--- src/rtl/sc_rx_pkg.sv ---
package sc_rx_pkg;

    localparam int CNT_W = 9;

    typedef enum logic [2:0] {
        ST_IDLE,
        ST_START,
        ST_DATA,
        ST_PARITY,
        ST_GUARD,
        ST_RECOVER
    } rx_state_e;

    // Bit period length in basic-clock pulses for a select code.
    function automatic logic [CNT_W-1:0] ratio_of(input logic [1:0] sel);
        logic [CNT_W-1:0] r;
        unique case (sel)
            2'b00: r = CNT_W'(32);
            2'b01: r = CNT_W'(64);
            2'b10: r = CNT_W'(372);
            default: r = CNT_W'(256);
        endcase
        return r;
    endfunction

    // In-bit count at which the midpoint sample is taken.
    function automatic logic [CNT_W-1:0] mid_of(input logic [1:0] sel);
        return (ratio_of(sel) >> 1) - CNT_W'(1);
    endfunction

endpackage

--- src/rtl/sc_rx_sync.sv ---
module sc_rx_sync #(
    parameter int STAGES = 2
) (
    input  logic clk,
    input  logic rst_n,
    input  logic tick,
    input  logic line_raw,
    output logic line_s,
    output logic fall
);
    logic [STAGES-1:0] chain_q;
    logic              prev_q;

    generate
        for (genvar i = 0; i < STAGES; i++) begin : g_stage
            if (i == 0) begin : g_first
                always_ff @(posedge clk or negedge rst_n) begin
                    if (!rst_n) chain_q[0] <= 1'b1;
                    else        chain_q[0] <= line_raw;
                end
            end else begin : g_next
                always_ff @(posedge clk or negedge rst_n) begin
                    if (!rst_n) chain_q[i] <= 1'b1;
                    else        chain_q[i] <= chain_q[i-1];
                end
            end
        end
    endgenerate

    assign line_s = chain_q[STAGES-1];

    always_ff @(posedge clk or negedge rst_n) begin
        if (!rst_n)    prev_q <= 1'b1;
        else if (tick) prev_q <= line_s;
    end

    assign fall = tick && prev_q && !line_s;

endmodule

--- src/rtl/sc_rx_bitcnt.sv ---
module sc_rx_bitcnt
    import sc_rx_pkg::*;
(
    input  logic             clk,
    input  logic             rst_n,
    input  logic             tick,
    input  logic             start,
    input  logic             run,
    input  logic [1:0]       sel,
    output logic [1:0]       sel_q,
    output logic [CNT_W-1:0] cnt_q,
    output logic             mid
);
    logic [CNT_W-1:0] last_cnt;

    assign last_cnt = ratio_of(sel_q) - CNT_W'(1);

    always_ff @(posedge clk or negedge rst_n) begin
        if (!rst_n) begin
            sel_q <= 2'b00;
            cnt_q <= '0;
        end else if (start) begin
            sel_q <= sel;
            cnt_q <= CNT_W'(1);
        end else if (run && tick) begin
            cnt_q <= (cnt_q == last_cnt) ? '0 : cnt_q + CNT_W'(1);
        end
    end

    assign mid = run && tick && (cnt_q == mid_of(sel_q));

endmodule

--- src/rtl/sc_rx_shift.sv ---
module sc_rx_shift #(
    parameter int W = 8
) (
    input  logic         clk,
    input  logic         rst_n,
    input  logic         clear,
    input  logic         shift_en,
    input  logic         bit_in,
    output logic [W-1:0] data,
    output logic         par
);
    always_ff @(posedge clk or negedge rst_n) begin
        if (!rst_n) begin
            data <= '0;
            par  <= 1'b0;
        end else if (clear) begin
            data <= '0;
            par  <= 1'b0;
        end else if (shift_en) begin
            data <= {bit_in, data[W-1:1]};
            par  <= par ^ bit_in;
        end
    end
endmodule

--- src/rtl/sc_rx_sampler.sv ---
module sc_rx_sampler
    import sc_rx_pkg::*;
#(
    parameter int DATA_W      = 8,
    parameter int SYNC_STAGES = 2
) (
    input  logic              clk,
    input  logic              rst_n,
    input  logic              bclk_en,
    input  logic              line_in,
    input  logic [1:0]        ratio_sel,
    output logic [DATA_W-1:0] rx_data,
    output logic              rx_valid,
    output logic              parity_err,
    output logic              frame_err
);
    localparam int IDX_W = (DATA_W > 1) ? $clog2(DATA_W) : 1;

    rx_state_e         state_q, state_d;
    logic              line_s, fall, start, run, mid_hit;
    logic [1:0]        ratio_sel_q;
    logic [CNT_W-1:0]  cnt_q;
    logic [IDX_W-1:0]  bit_idx_q;
    logic [DATA_W-1:0] shreg;
    logic              par_acc, perr_q, shift_en;

    assign start    = fall && (state_q == ST_IDLE);
    assign run      = (state_q != ST_IDLE);
    assign shift_en = (state_q == ST_DATA) && mid_hit;

    sc_rx_sync #(.STAGES(SYNC_STAGES)) u_sync (
        .clk      (clk),
        .rst_n    (rst_n),
        .tick     (bclk_en),
        .line_raw (line_in),
        .line_s   (line_s),
        .fall     (fall)
    );

    sc_rx_bitcnt u_cnt (
        .clk   (clk),
        .rst_n (rst_n),
        .tick  (bclk_en),
        .start (start),
        .run   (run),
        .sel   (ratio_sel),
        .sel_q (ratio_sel_q),
        .cnt_q (cnt_q),
        .mid   (mid_hit)
    );

    sc_rx_shift #(.W(DATA_W)) u_shift (
        .clk      (clk),
        .rst_n    (rst_n),
        .clear    (start),
        .shift_en (shift_en),
        .bit_in   (line_s),
        .data     (shreg),
        .par      (par_acc)
    );

    // State register
    always_ff @(posedge clk or negedge rst_n) begin
        if (!rst_n) state_q <= ST_IDLE;
        else        state_q <= state_d;
    end

    // Transitions
    always_comb begin
        state_d = state_q;
        unique case (state_q)
            ST_IDLE:    if (fall) state_d = ST_START;
            ST_START:   if (mid_hit) state_d = line_s ? ST_IDLE : ST_DATA;
            ST_DATA:    if (mid_hit && (bit_idx_q == IDX_W'(DATA_W-1))) state_d = ST_PARITY;
            ST_PARITY:  if (mid_hit) state_d = ST_GUARD;
            ST_GUARD:   if (mid_hit) state_d = line_s ? ST_IDLE : ST_RECOVER;
            ST_RECOVER: if (mid_hit && line_s) state_d = ST_IDLE;
            default:    state_d = ST_IDLE;
        endcase
    end

    // Bit index and parity result
    always_ff @(posedge clk or negedge rst_n) begin
        if (!rst_n) begin
            bit_idx_q <= '0;
            perr_q    <= 1'b0;
        end else begin
            if (start)
                bit_idx_q <= '0;
            else if (shift_en)
                bit_idx_q <= bit_idx_q + IDX_W'(1);
            if ((state_q == ST_PARITY) && mid_hit)
                perr_q <= par_acc ^ line_s;
        end
    end

    // Outputs
    always_ff @(posedge clk or negedge rst_n) begin
        if (!rst_n) begin
            rx_data    <= '0;
            rx_valid   <= 1'b0;
            parity_err <= 1'b0;
            frame_err  <= 1'b0;
        end else begin
            rx_valid   <= 1'b0;
            parity_err <= 1'b0;
            frame_err  <= 1'b0;
            if ((state_q == ST_GUARD) && mid_hit) begin
                rx_valid   <= 1'b1;
                rx_data    <= shreg;
                parity_err <= perr_q;
                frame_err  <= !line_s;
            end
        end
    end

endmodule

--- config.mk ---
export PLATFORM = sky130hd
export DESIGN_NAME = sc_rx_sampler
export DESIGN_NICKNAME = d
export VERILOG_FILES = /design/src/rtl/sc_rx_pkg.sv /design/src/rtl/sc_rx_sync.sv /design/src/rtl/sc_rx_bitcnt.sv /design/src/rtl/sc_rx_shift.sv /design/src/rtl/sc_rx_sampler.sv
export SDC_FILE = /design/constraint.sdc
export NUM_CORES = 1
export LEC_CHECK = 0
export BUFFER_PORTS_ARGS = -buffer_cell sky130_fd_sc_hd__buf_2
export CORE_MARGIN = 5
export CORE_UTILIZATION = 64
export DETAILED_ROUTE_END_ITERATION = 6
export PLACE_DENSITY = 0.95
export SETUP_SLACK_MARGIN = 0.1
export SLEW_MARGIN = 20
export SYNTH_ARGS = -nofsm -noshare
export SYNTH_HDL_FRONTEND = slang
export SYNTH_SLANG_ARGS = --single-unit
--- constraint.sdc ---
create_clock -name clk -period 4.7 [get_ports clk]
set_clock_uncertainty 0.05 [all_clocks]
set_input_delay 0.235 -clock clk [delete_from_list [all_inputs] [get_ports clk]]
set_output_delay 0.235 -clock clk [all_outputs]
set_load 0.02 [all_outputs]
### Yosys cells after proc, flatten, opt, wreduce, memory -nomap -nowiden

Cells that the tools add are included.

* bitwise logic cells: 1
* eq/ne operators: 16
* mux-type cells: 22
* reductions and logical operators: 17
* $add $sub $neg: 4

Operators by type and width (count)
* two-way mux 3 bit: 9
* two-way mux 9 bit: 3
* one-hot mux 9 bit (3 select lines): 1
* == test 9 bit: 2
* one-hot mux 3 bit (6 select lines): 1
* two-way mux 8 bit: 2
* logical AND 1 bit: 10
* != test 2 bit, second input constant: 5
* adder 9 x 1 -> 9 bit, second input constant: 1
* == test 3 bit, second input constant: 3
* subtractor 8 x 1 -> 9 bit, second input constant: 1
* subtractor 9 x 1 -> 9 bit, second input constant: 1
* == test 3 x 2 -> 1 bit, second input constant: 2
* AND reduction 6 bit: 1
* two-way mux 1 bit: 5
* nonzero test 2 bit: 2
* adder 3 x 1 -> 3 bit, second input constant: 1
* == test 3 x 1 -> 1 bit, second input constant: 1
* logical NOT 3 bit: 1
* nonzero test 3 bit: 1
* == test 2 x 1 -> 1 bit, second input constant: 1
* == test 2 bit, second input constant: 1
* logical NOT 2 bit: 1
* two-way mux 2 bit: 1
* other kinds (3): 3

* word-level logic and storage cells: 74
* bits in registers: 41
* input bits: 6
* output and inout bits: 11

### Longest topological paths before layout

Gate-level depths: netlist of run 1.

* depth after elaboration: 8
* gate-level depth with buffers: 8
* mapped depth without buffers: 7

### By module

From an unflattened synthesis of run 1, not the netlist that was laid out.

* cells, all modules: 185
* area, all modules: 2114.5 µm²

By module, submodules not included
* sc_rx_bitcnt: times used 1, cells an instance 86, area each 838.3 µm², seq. area each 275.3 µm²
* sc_rx_sampler: times used 1, cells an instance 64, area each 795.8 µm², seq. area each 450.4 µm²
* sc_rx_shift: times used 1, cells an instance 30, area each 376.6 µm², seq. area each 225.2 µm²
* sc_rx_sync: times used 1, cells an instance 5, area each 103.8 µm², seq. area each 78.8 µm²

### Worst setup path after synthesis of run 1

OpenSTA, ideal clock, no wires.

* path kind: reg2reg
* start point: register u_cnt.cnt_q[1]
* end point: register rx_data[0]
* setup slack: 2.749 ns
* required time: 4.525 ns
* arrival: 1.776 ns
* period minus slack after synthesis: 1.951 ns
* path buffers: 3
* stages on the path, launching flop included: 9
* setup time: 0.125 ns
* path through: dfrtp_1 buf_6 or2_2 a21oi_1 a2bb2oi_1 buf_6 nand3_4 buf_6 mux2_4

* word-level cells in the longest chain between the ends: 3

RTL lines
* start, declared: RTL line sc_rx_bitcnt.sv:11 `output logic [CNT_W-1:0] cnt_q,`
* start signal, assigned: RTL line sc_rx_bitcnt.sv:26 `cnt_q <= (cnt_q == last_cnt) ? '0 : cnt_q + CNT_W'(1);`
* == test 9 bit: RTL line sc_rx_bitcnt.sv:30 `assign mid = run && tick && (cnt_q == mid_of(sel_q));`
* logical AND 1 bit: RTL line sc_rx_bitcnt.sv:30
* logical AND 1 bit: RTL line sc_rx_sampler.sv:108 `if ((state_q == ST_GUARD) && mid_hit) begin`
* end signal, assigned: RTL line sc_rx_sampler.sv:110 `rx_data <= shreg;`
* end, declared: RTL line sc_rx_sampler.sv:12 `output logic [DATA_W-1:0] rx_data,`

No other way between the ends.
A chain may end at the register's enable or synchronous reset.

### Final worst setup path of run 1

* start point: register u_cnt.sel_q[0]
* end point: register rx_data[3]

* word-level cells in the longest chain between the ends: 6
* elaborated cells on any way between the ends: 8
* classes of those cells: 1 x add/sub; 3 x eq/ne; 1 x mux; 3 x reduce/logical

RTL lines
* start, declared: RTL line sc_rx_bitcnt.sv:10 `output logic [1:0] sel_q,`
* start signal, assigned: RTL line sc_rx_bitcnt.sv:23 `sel_q <= sel;`
* == test 2 bit, or another cell as far along: RTL line sc_rx_pkg.sv:17 `unique case (sel)`
* one-hot mux 9 bit (3 select lines) *: RTL line sc_rx_pkg.sv:17
* subtractor 8 x 1 -> 9 bit *: RTL line sc_rx_pkg.sv:28 `return (ratio_of(sel) >> 1) - CNT_W'(1);`
* == test 9 bit *: RTL line sc_rx_bitcnt.sv:30
* logical AND 1 bit *: RTL line sc_rx_bitcnt.sv:30
* logical AND 1 bit *: RTL line sc_rx_sampler.sv:108

Every way passes the cells marked *; elsewhere a longest branch is shown, timed or not.

==> results of run 1 <==
-- how the worst max path moves through the flow --
| stage | start | to | slack [ns] | cells after the start |
|---|---|---|---|---|
| finish | u_cnt.sel_q[0]$_DFFE_PN0P_ | rx_data[3]$_DFFE_PN0P_ | 1.91 | 5 |
| global route | u_cnt.sel_q[0]$_DFFE_PN0P_ | rx_data[4]$_DFFE_PN0P_ | 1.67 | 5 |
| CTS | u_cnt.sel_q[0]$_DFFE_PN0P_ | rx_data[4]$_DFFE_PN0P_ | 1.96 | 5 |
| detailed placement | u_cnt.sel_q[0]$_DFFE_PN0P_ | rx_data[0]$_DFFE_PN0P_ | 1.98 | 5 |
| global placement | u_cnt.sel_q[0]$_DFFE_PN0P_ | rx_data[3]$_DFFE_PN0P_ | 2.15 | 5 |
| floorplan | u_cnt.cnt_q[1]$_DFFE_PN0P_ | rx_data[0]$_DFFE_PN0P_ | 2.75 | 8 |
-- cell type report --
| type | count | area, um2 |
|---|---|---|
| clock buffer | 6 | 51.30 |
| clock inverter | 2 | 37.54 |
| fill | 261 | 988.4 |
| inverter | 8 | 30.03 |
| multi-input combinational | 143 | 1061 |
| sequential | 41 | 1030 |
| tap | 46 | 57.56 |
| timing repair buffer | 19 | 107.6 |
-- kinds of logic after synthesis --
group / after synthesis
muxes: 20
buffers and inverters: 26
xor gates and xnor gates: 8
AOI/OAI and AO/OA: 31
DFF: 41
and+or+nand+nor: 81
adders and majority gates: 3
-- registers in the layout (all words and copies together) (netlist names) --
register        flops
perr_q              1
rx_data             8
u_cnt.cnt_q         9
u_sync.line_s       1
u_shift.par         1
state_q             3
u_sync.prev_q       1
u_cnt.sel_q         2
frame_err           1
rx_valid            1
u_shift.data        8
u_sync.chain_q      1
bit_idx_q           3
parity_err          1
-- placed cells by master (no fill, tap or decap), types with 2 or more instances in the layout --
cell and n:
a21oi_1 3, a22o_1 2, a31oi_1 5, and2_1 3
and3_1 2, and4b_1 2, buf_2 16, clkbuf_4 5
dfrtp_1 38, dfstp_2 3, dlygate4sd3_1 2, ha_1 3
inv_1 8, mux2_2 5, mux2_4 7, mux2i_1 8
nand2_1 17, nand2b_1 2, nand3_1 9, nand3b_1 2
nand4_1 6, nor2_1 14, nor2b_1 7, nor3_1 3
nor4_1 3, nor4bb_1 3, o211ai_1 3, o21ai_0 6
xor2_1 7
-- stage by stage --
stage	utilization, %	worst slack [ns]	power (mW)
global route	70.61	1.674	1.103
global placement	67.37	2.153	0.7684
floorplan	-	2.749	0.7595
finish	70.61	1.911	1.030
detailed placement	67.37	1.983	0.7833
CTS	70.61	1.957	1.029
-- layer usage --
metal | up-vias | part of all wire (%) | global-route usage, %
met5 | - | 0 | 0
met4 | 0 | 2.9 | 12.15
met3 | 14 | 5.1 | 5.072
met2 | 41 | 47 | 29.45
met1 | 763 | 45 | 24.95
li1 | 761 | - | -
-- power groups by stage --
| stage | registers, mW | logic (mW) | clock network, mW |
|---|---|---|---|
| global route | 0.532 | 0.308 | 0.263 |
| global placement | 0.512 | 0.257 | 0 |
| detailed placement | 0.518 | 0.266 | 0 |
| finish | 0.517 | 0.270 | 0.243 |
| floorplan | 0.433 | 0.326 | 0 |
| CTS | 0.512 | 0.269 | 0.248 |
-- worst register-to-register path: stages (launching register included) --
cell	delay, ns
dfrtp_1	0.66
nor2b_1	0.13
nor4b_1	0.34
a2bb2oi_1	0.75
nand3_4	0.37
mux2_4	0.39
==> flow_metrics.py, run 1 <==
metrics = {
    "sta": {
        "worst_hold_slack_ns": 0.01630,
        "relSlewSlack_pct": 41.26,
        "hold_viol": 0,
        "drv_slew": 0,
        "period_needed_ns": 2.789,
        "setup-tns-final_ns": 0,
        "setup_viol": 0,
        "fin_crit_sh_pct": 59.35,
        "grt_setup_unrepaired": "false",
        "fmax_mhz": 358.5,
        "worstMarginPinSlew_ns": 0.8811,
    },
    "yosys": {
        "synthFlopType": "dfrtp_1",
        "yosysSeqAreaShare_pct": 45.85,
        "ys_types": 51,
        "yosysTopAreaCellShare_pct": 42.34,
        "synthAdderAreaFrac_pct": 1.671,
        "synth_top_family_by_area": "simple AND/OR/NAND/NOR gates",
        "yosysTopAreaCell": "dfrtp_1",
        "synth-async-reset-ratio_pct": 100.0,
        "ys_warn_count": 0,
        "synth_compound_area_share_pct": 11.20,
        "netlist_area_mm2": 0.002246,
        "synth_common_cells": "38 x dfrtp_1, 17 x nand2_1, 14 x nor2_1, 9 x nand3_1",
        "synth_edf_count": 0,
        "syn_inst": 210,
        "synth-xor-area-share_pct": 3.120,
        "yosysMostFrequentCell": "dfrtp_1",
        "muxShareOfSynthArea_pct": 10.75,
        "synth_area_per_cell_um2": 10.69,
        "synth_simple_gate_area_share_pct": 20.50,
        "synth-seq-cells": 41,
        "ys_top_cells_by_area": "dfrtp_1 42%, mux2_4 4.7%, mux2i_1 3.6%, dfstp_2 3.5%, nand2_1 2.8%",
        "synth_nets": 219,
    },
    "clock_tree": {
        "cts_hold_buffers": 2,
        "cts_tree": "built",
        "clk_latency_ns": 0.36,
        "cts_resized": 0,
        "path_clk_slew_ns": 0.12,
        "clock_path_buffers": 2,
        "cts_setup_buffers": 0,
        "clkSinkCount": 41,
        "ctsHtreeMaxLevel": 2,
        "cts_root_buf": "clkbuf_4",
        "cts_buffers": 5,
    },
    "global_route": {
        "antenna_found_initial": 0,
        "grt_overflow": 0,
        "grt_max_degree": 42,
        "grt_pass1_wl_um": 7452,
        "grt_pass1_vias": 1575,
        "track_usage_pct": 19.53,
    },
    "detailed_routing": {
        "wire_per_inst_um": 16.18,
        "via_per_inst": 5.958,
        "drt_first_pass_iters": 4,
        "vias": 1579,
        "antenna_left": 0,
        "drc_errors": 0,
        "wirelength_um": 4289,
        "drtIter0Drc": 163,
    },
    "pwr": {
        "power.density_mw_per_mm2": 433.7,
        "irDropWorstVdd_uv": 272.4,
        "clkPwrFrac_pct": 23.6,
        "swShare_pct": 36.61,
        "leakagePower_nw": 1.181,
        "seqPwrFrac_pct": 50.2,
        "internal-power_mw": 0.6529,
        "power_switching_mw": 0.3770,
        "p_comb_share_pct": 26.2,
    },
    "setup_path": {
        "r2r_cells": 5,
        "critPathTopFamily": "simple AND/OR/NAND/NOR gates",
        "worstSetupPathType": "reg -> reg",
        "rrSetupSlack_ns": 1.91,
        "worst_setup_path_end_kind": "register",
        "r2r-start": "u_cnt.sel_q[0]$_DFFE_PN0P_",
        "crit_chain": "nor2b_1 -> nor4b_1 -> a2bb2oi_1 -> nand3_4 -> mux2_4",
        "r2r_end": "rx_data[3]$_DFFE_PN0P_",
        "path_max_fanout": 15,
        "arrival_ns": 2.99,
        "crit_required_ns": 4.90,
        "slowest_delay_ns": 0.75,
        "crit_buf_inv": 0,
        "slowest_stage": "a2bb2oi_1",
        "cp-start-kind": "register",
    },
    "floorplan": {
        "die-area_mm2": 0.004794,
        "start_util_pct": 66.78,
        "rows": 21,
        "core_mm2": 0.003363,
        "die_w_um": 69.24,
        "die_y_um": 69.24,
        "num_io_pins": 17,
    },
    "final_layout": {
        "stdcell_count": 265,
        "area_delta_synth_final_pct": 5.738,
        "fin_area_mm2": 0.002375,
        "finalNetCount": 227,
        "drive_gt1_share_pct": 22.83,
        "n_antenna_cell": 0,
    },
    "worst_hold_path": {
        "whs_path_depth": 3,
        "hold_class": "in -> reg",
        "min-delay-start": "ratio_sel[0]",
        "min_to": "u_cnt.sel_q[0]$_DFFE_PN0P_",
    },
    "status": {
        "status": "finished clean",
    },
    "placement": {
        "gp_congestion": 0.8670,
        "hpwl_um": 2954,
        "place_area_mm2": 0.002266,
        "dp.cells": 255,
        "portBuffers": 16,
    },
    "flow_run": {
        "max_cap_violations": 0,
    },
}
(Power assumes the default switching activity.)
==> run 2, diff against run 1 <==
--- a/config.mk
+++ b/config.mk
@@ -7,9 +7,9 @@
 export LEC_CHECK = 0
 export BUFFER_PORTS_ARGS = -buffer_cell sky130_fd_sc_hd__buf_2
 export CORE_MARGIN = 5
-export CORE_UTILIZATION = 64
+export CORE_UTILIZATION = 59
 export DETAILED_ROUTE_END_ITERATION = 6
-export PLACE_DENSITY = 0.95
+export PLACE_DENSITY = 0.9
 export SETUP_SLACK_MARGIN = 0.1
 export SLEW_MARGIN = 20
 export SYNTH_ARGS = -nofsm -noshare
==> constraint.sdc (replaced) <==
create_clock -name clk -period 2.8 [get_ports clk]
set_clock_uncertainty 0.05 [all_clocks]
set_input_delay 0.14 -clock clk [delete_from_list [all_inputs] [get_ports clk]]
set_output_delay 0.14 -clock clk [all_outputs]
set_load 0.02 [all_outputs]
==> run 2 against run 1 <==
Wire length is 2.0% lower; register-to-register slack got worse by 1.3 ns; critical endpoint is now rx_data[0]$_DFFE_PN0P_; die area up 7.2%; largest power group unchanged.
==> flow_metrics.py, run 2 (synthesis gave the netlist of run 1 again) <==
metrics = {
    "floorplan": {
        "start_util_pct": 61.35,
        "die_y_um": 71.70,
        "die_w_um": 71.70,
        "die-area_mm2": 0.005140,
        "rows": 22,
        "core_mm2": 0.003661,
        "num_io_pins": 17,
    },
    "final_layout": {
        "final_common_cell": "dfrtp_1",
        "area_delta_synth_final_pct": 8.468,
        "largest_reg_flops": 9,
        "fin_area_mm2": 0.002436,
        "finalNetCount": 231,
        "drive_gt1_share_pct": 23.32,
        "final_cell_mix": "38 x dfrtp_1, 17 x nand2_1, 16 x buf_2, 14 x nor2_1, 9 x nand3_1",
        "n_antenna_cell": 0,
        "top_register": "u_cnt.cnt_q",
        "top_regs": "u_cnt.cnt_q x9, rx_data x8, u_shift.data x8",
    },
    "sta": {
        "fmax_mhz": 456.6,
        "drv_slew": 0,
        "worstMarginPinSlew_ns": 0.8779,
        "layout_setup_ws_ns": 0.6101,
        "grt_setup_unrepaired": "false",
        "setup-tns-final_ns": 0,
        "period_needed_ns": 2.190,
        "setup_viol": 0,
        "hold_viol": 0,
        "relSlewSlack_pct": 41.47,
        "fin_crit_sh_pct": 78.21,
    },
    "status": {
        "status": "finished clean",
    },
    "worst_hold_path": {
        "hold_class": "in -> reg",
        "whs_path_depth": 2,
    },
    "pwr": {
        "power_mw": 1.817,
        "leakagePower_nw": 1.213,
        "irDropWorstVdd_uv": 705.3,
        "power.density_mw_per_mm2": 745.7,
    },
    "clock_tree": {
        "cts_buffers": 5,
        "ctsHtreeMaxLevel": 2,
        "cts_tree": "built",
        "cts_root_buf": "clkbuf_8",
        "cts_setup_buffers": 0,
        "clk_latency_ns": 0.30,
        "clkSinkCount": 41,
        "clock_path_buffers": 2,
        "path_clk_slew_ns": 0.08,
    },
    "global_route": {
        "grt_overflow": 0,
        "grt_pass1_vias": 1524,
        "grt_pass1_wl_um": 7314,
        "grt_max_degree": 42,
        "track_usage_pct": 18.03,
        "antenna_found_initial": 0,
    },
    "detailed_routing": {
        "vias": 1596,
        "wire_per_inst_um": 15.51,
        "drtIter0Drc": 103,
        "wirelength_um": 4204,
        "drc_errors": 0,
        "via_per_inst": 5.889,
        "drt_first_pass_iters": 4,
        "antenna_left": 0,
    },
    "setup_path": {
        "crit_required_ns": 2.94,
        "arrival_ns": 2.33,
        "path_max_fanout": 15,
        "worst_setup_path_end_kind": "register",
        "worstSetupPathType": "reg -> reg",
        "r2r_cells": 6,
        "cp-start-kind": "register",
    },
    "placement": {
        "gp_congestion": 0.8582,
        "post-place-ws_ns": 0.6465,
        "portBuffers": 16,
        "place_area_mm2": 0.002283,
        "hpwl_um": 2891,
    },
    "flow_run": {
        "max_cap_violations": 0,
    },
}
-- run 2: cell types whose count changed in the layout (fill, tap and decap cells not counted), sizes merged --
| cell | change |
|---|---|
| clkinv | +1 |
| dlygate4sd3 | +2 |
| inv | +1 |
| buf | +2 |
| clkbuf | -1 |
| clkinvlp | -1 |
-- run 2: final timing paths --
kind | startpoint | end | slack, ns
worst min register to register | u_sync.chain_q[0]$_DFF_PN1_ | u_sync.line_s$_DFF_PN1_ | 0.31
max in group asynchronous | rst_n | rx_data[5]$_DFFE_PN0P_ | 1.71
worst max-delay path | u_cnt.sel_q[0]$_DFFE_PN0P_ | rx_data[0]$_DFFE_PN0P_ | 0.61
worst min-delay path | bclk_en | u_sync.prev_q$_DFFE_PN1P_ | 0.15
worst max register to register | u_cnt.sel_q[0]$_DFFE_PN0P_ | rx_data[0]$_DFFE_PN0P_ | 0.61
min in group asynchronous | rst_n | u_cnt.cnt_q[2]$_DFFE_PN0P_ | 0.45
-- run 2: critical path, cell delays in order, from the launching register on --
cell       delay (ns)
dfrtp_1          0.55
or2_2            0.34
a21oi_1          0.18
a2bb2oi_1        0.21
buf_4            0.21
nand3_4          0.19
mux2_4           0.35
-- run 2: what timing repair did --
action | in CTS | in global routing
gates resized for setup | 0 | 0
hold endpoints to repair | 41 | 0
hold buffers | 4 | 0
-- run 2: final cells by class --
class                   count  area, um2
clock buffers               5      68.82
clock inverters             3      43.79
fillers                   299       1225
inverters                   8      30.03
multi-input cells         143       1061
flip-flops and latches     41       1030
well taps                  48      60.06
repair buffers             23      142.6
-- run 2: through the flow --
step	hold WS, ns	utilization (%)	cells
2_1_floorplan	-0.2056	-	210
3_3_place_gp	0.1953	62.37	259
3_5_place_dp	0.1986	62.37	259
5_1_grt	0.1733	66.54	271
4_1_cts	0.1479	66.54	271
6_report	0.1543	66.54	271
-- run 2: power breakdown --
group | total [mW] | leakage [nW] | switching, mW | internal [mW]
Combinational | 0.465 | 0.616 | 0.237 | 0.228
Clock | 0.482 | 0.0585 | 0.214 | 0.267
Sequential | 0.870 | 0.538 | 0.203 | 0.667
-- run 2: per-layer routing --
metal / vias up / global-route usage [%] / wire length (um)
li1: 766 / - / -
met1: 773 / 23.36 / 1851
met2: 45 / 29.29 / 2060
met3: 12 / 4.488 / 196
met4: 0 / 6.472 / 95
met5: - / 0 / 0
==> run 3, diff against run 2 <==
--- a/config.mk
+++ b/config.mk
@@ -7,9 +7,9 @@
 export LEC_CHECK = 0
 export BUFFER_PORTS_ARGS = -buffer_cell sky130_fd_sc_hd__buf_2
 export CORE_MARGIN = 5
-export CORE_UTILIZATION = 59
+export CORE_UTILIZATION = 54
 export DETAILED_ROUTE_END_ITERATION = 6
-export PLACE_DENSITY = 0.9
+export PLACE_DENSITY = 0.88
 export SETUP_SLACK_MARGIN = 0.1
 export SLEW_MARGIN = 20
 export SYNTH_ARGS = -nofsm -noshare
==> constraint.sdc (replaced) <==
create_clock -name clk -period 1.95 [get_ports clk]
set_clock_uncertainty 0.05 [all_clocks]
set_input_delay 0.0975 -clock clk [delete_from_list [all_inputs] [get_ports clk]]
set_output_delay 0.0975 -clock clk [all_outputs]
set_load 0.02 [all_outputs]
==> run 3 against run 2 <==
The run now ends with negative setup slack left; maximum frequency grew 11%; clock power increased by 40%; die area is 7.9% higher; non-clock buffer count up 35.
==> flow_metrics.py, run 3 (synthesis gave the netlist of run 1 again) <==
metrics = {
    "clock_tree": {
        "cts_buffers": 5,
        "ctsHtreeMaxLevel": 2,
        "cts_root_buf": "clkbuf_8",
        "clkSinkCount": 41,
        "clock_path_buffers": 2,
        "path_clk_slew_ns": 0.08,
        "clk_latency_ns": 0.30,
        "cts_tree": "built",
    },
    "setup_path": {
        "arrival_ns": 2.12,
        "path_max_fanout": 9,
        "crit_required_ns": 2.09,
        "slowest_stage": "dfrtp_2",
        "crit_chain": "buf_12 -> or2_4 -> a21oi_2 -> a2bb2oi_2 -> buf_6 -> buf_6 -> buf_4 -> nand4_1 -> mux2i_1",
        "worstSetupPathType": "reg -> reg",
        "cp_common_cell": "buf_6",
        "worst_setup_path_end_kind": "register",
        "cp-start-kind": "register",
        "critPathTopFamily": "buffers and inverters",
        "crit_buf_inv": 4,
        "slowest_delay_ns": 0.47,
    },
    "sta": {
        "relSlewSlack_pct": 78.97,
        "worst_hold_slack_ns": 0.1068,
        "period_needed_ns": 1.981,
        "fin_crit_sh_pct": 101.6,
        "layout_setup_ws_ns": -0.03141,
        "drv_slew": 0,
        "hold_viol": 0,
        "setup_viol": 8,
        "grt_setup_unrepaired": "true",
        "worstMarginPinSlew_ns": 0.3155,
        "fmax_mhz": 504.7,
        "setup-tns-final_ns": -0.07763,
    },
    "detailed_routing": {
        "antenna_left": 0,
        "drtIter0Drc": 117,
        "wire_per_inst_um": 16.95,
        "via_per_inst": 5.841,
        "vias": 1799,
        "drc_errors": 0,
        "drt_first_pass_iters": 4,
        "wirelength_um": 5222,
    },
    "final_layout": {
        "top_regs": "u_cnt.cnt_q x9, rx_data x8, u_shift.data x8",
        "final_util_pct": 70.00,
        "largest_reg_flops": 9,
        "fin_area_mm2": 0.002820,
        "n_antenna_cell": 0,
        "finalNetCount": 267,
        "top_register": "u_cnt.cnt_q",
        "num-fill-cells": 287,
        "area_delta_synth_final_pct": 25.57,
        "stdcell_count": 308,
        "seqCellArea_mm2": 0.001033,
        "final_common_cell": "dfrtp_1",
        "multiInputGateArea_mm2": 0.001156,
        "drive_gt1_share_pct": 39.92,
        "final_cell_mix": "35 x dfrtp_1, 31 x buf_4, 17 x nand2_1, 17 x buf_2, 13 x nor2_1",
    },
    "placement": {
        "dp.cells": 286,
        "gp_congestion": 0.9677,
        "hpwl_um": 3277,
        "post-place-ws_ns": 0.01285,
        "place_area_mm2": 0.002514,
        "portBuffers": 16,
    },
    "worst_hold_path": {
        "hold_class": "in -> reg",
    },
    "global_route": {
        "grt_overflow": 0,
        "antenna_found_initial": 0,
        "grt_max_degree": 18,
        "track_usage_pct": 20.20,
        "grt_pass1_wl_um": 8411,
        "grt_pass1_vias": 1802,
    },
    "floorplan": {
        "die_y_um": 74.49,
        "start_util_pct": 55.75,
        "core_mm2": 0.004029,
        "num_io_pins": 17,
        "die_w_um": 74.49,
        "rows": 23,
        "die-area_mm2": 0.005549,
    },
    "status": {
        "status": "finished, violations left",
        "violations": "negative setup slack",
    },
    "pwr": {
        "power.density_mw_per_mm2": 1122,
        "irDropWorstVdd_uv": 634.8,
        "leakagePower_nw": 1.405,
        "power_mw": 3.163,
    },
    "flow_run": {
        "max_cap_violations": 0,
    },
}
run 3: layout make-up:
type	instances	area share, %
clock inverters	2	1.242
flip-flops and latches	41	36.65
well taps	50	2.218
repair buffers	58	15.39
inverters	8	1.065
multi-input cells	144	40.99
clock buffers	5	2.440
run 3: path summary, 6_finish.rpt:
path	start	endpoint	slack (ns)	depth (start not counted)
worst max register to register	u_cnt.sel_q[0]$_DFFE_PN0P_	perr_q$_DFFE_PN0P_	-0.03	9
worst min register to register	u_sync.chain_q[0]$_DFF_PN1_	u_sync.line_s$_DFF_PN1_	0.31	0
max in group asynchronous	rst_n	u_sync.chain_q[0]$_DFF_PN1_	1.08	3
min in group asynchronous	rst_n	frame_err$_DFF_PN0_	0.16	2
worst max-delay path	u_cnt.sel_q[0]$_DFFE_PN0P_	perr_q$_DFFE_PN0P_	-0.03	9
worst min-delay path	bclk_en	u_sync.prev_q$_DFFE_PN1P_	0.11	2
run 3: metal layers:
layer	GRT usage, %	routed length [um]	vias up
met5	0	0	-
met4	9.684	154	0
met3	3.784	296	15
met2	34.93	2574	68
met1	24.10	2196	873
li1	-	-	843
run 3: repair_timing:
action / CTS / global route
gates resized for setup: 10 / 10
cloned: 2 / 0
hold buffers: 4 / 0
buffers inserted: 7 / 2
pin swaps: 8 / 5
hold endpoints to repair: 35 / 0
setup endpoints to repair: 32 / 35
run 3: where the power goes:
group / internal (mW) / total, mW / switching, mW
sequential: 0.967 / 1.15 / 0.183
clock: 0.372 / 0.674 / 0.302
combinational: 0.683 / 1.34 / 0.657
run 3: worst reg2reg max path: stages (launching register included):
cell and delay [ns]:
dfrtp_2 0.47, buf_12 0.16, or2_4 0.23, a21oi_2 0.14, a2bb2oi_2 0.20, buf_6 0.14
buf_6 0.10, buf_4 0.10, nand4_1 0.13, mux2i_1 0.15
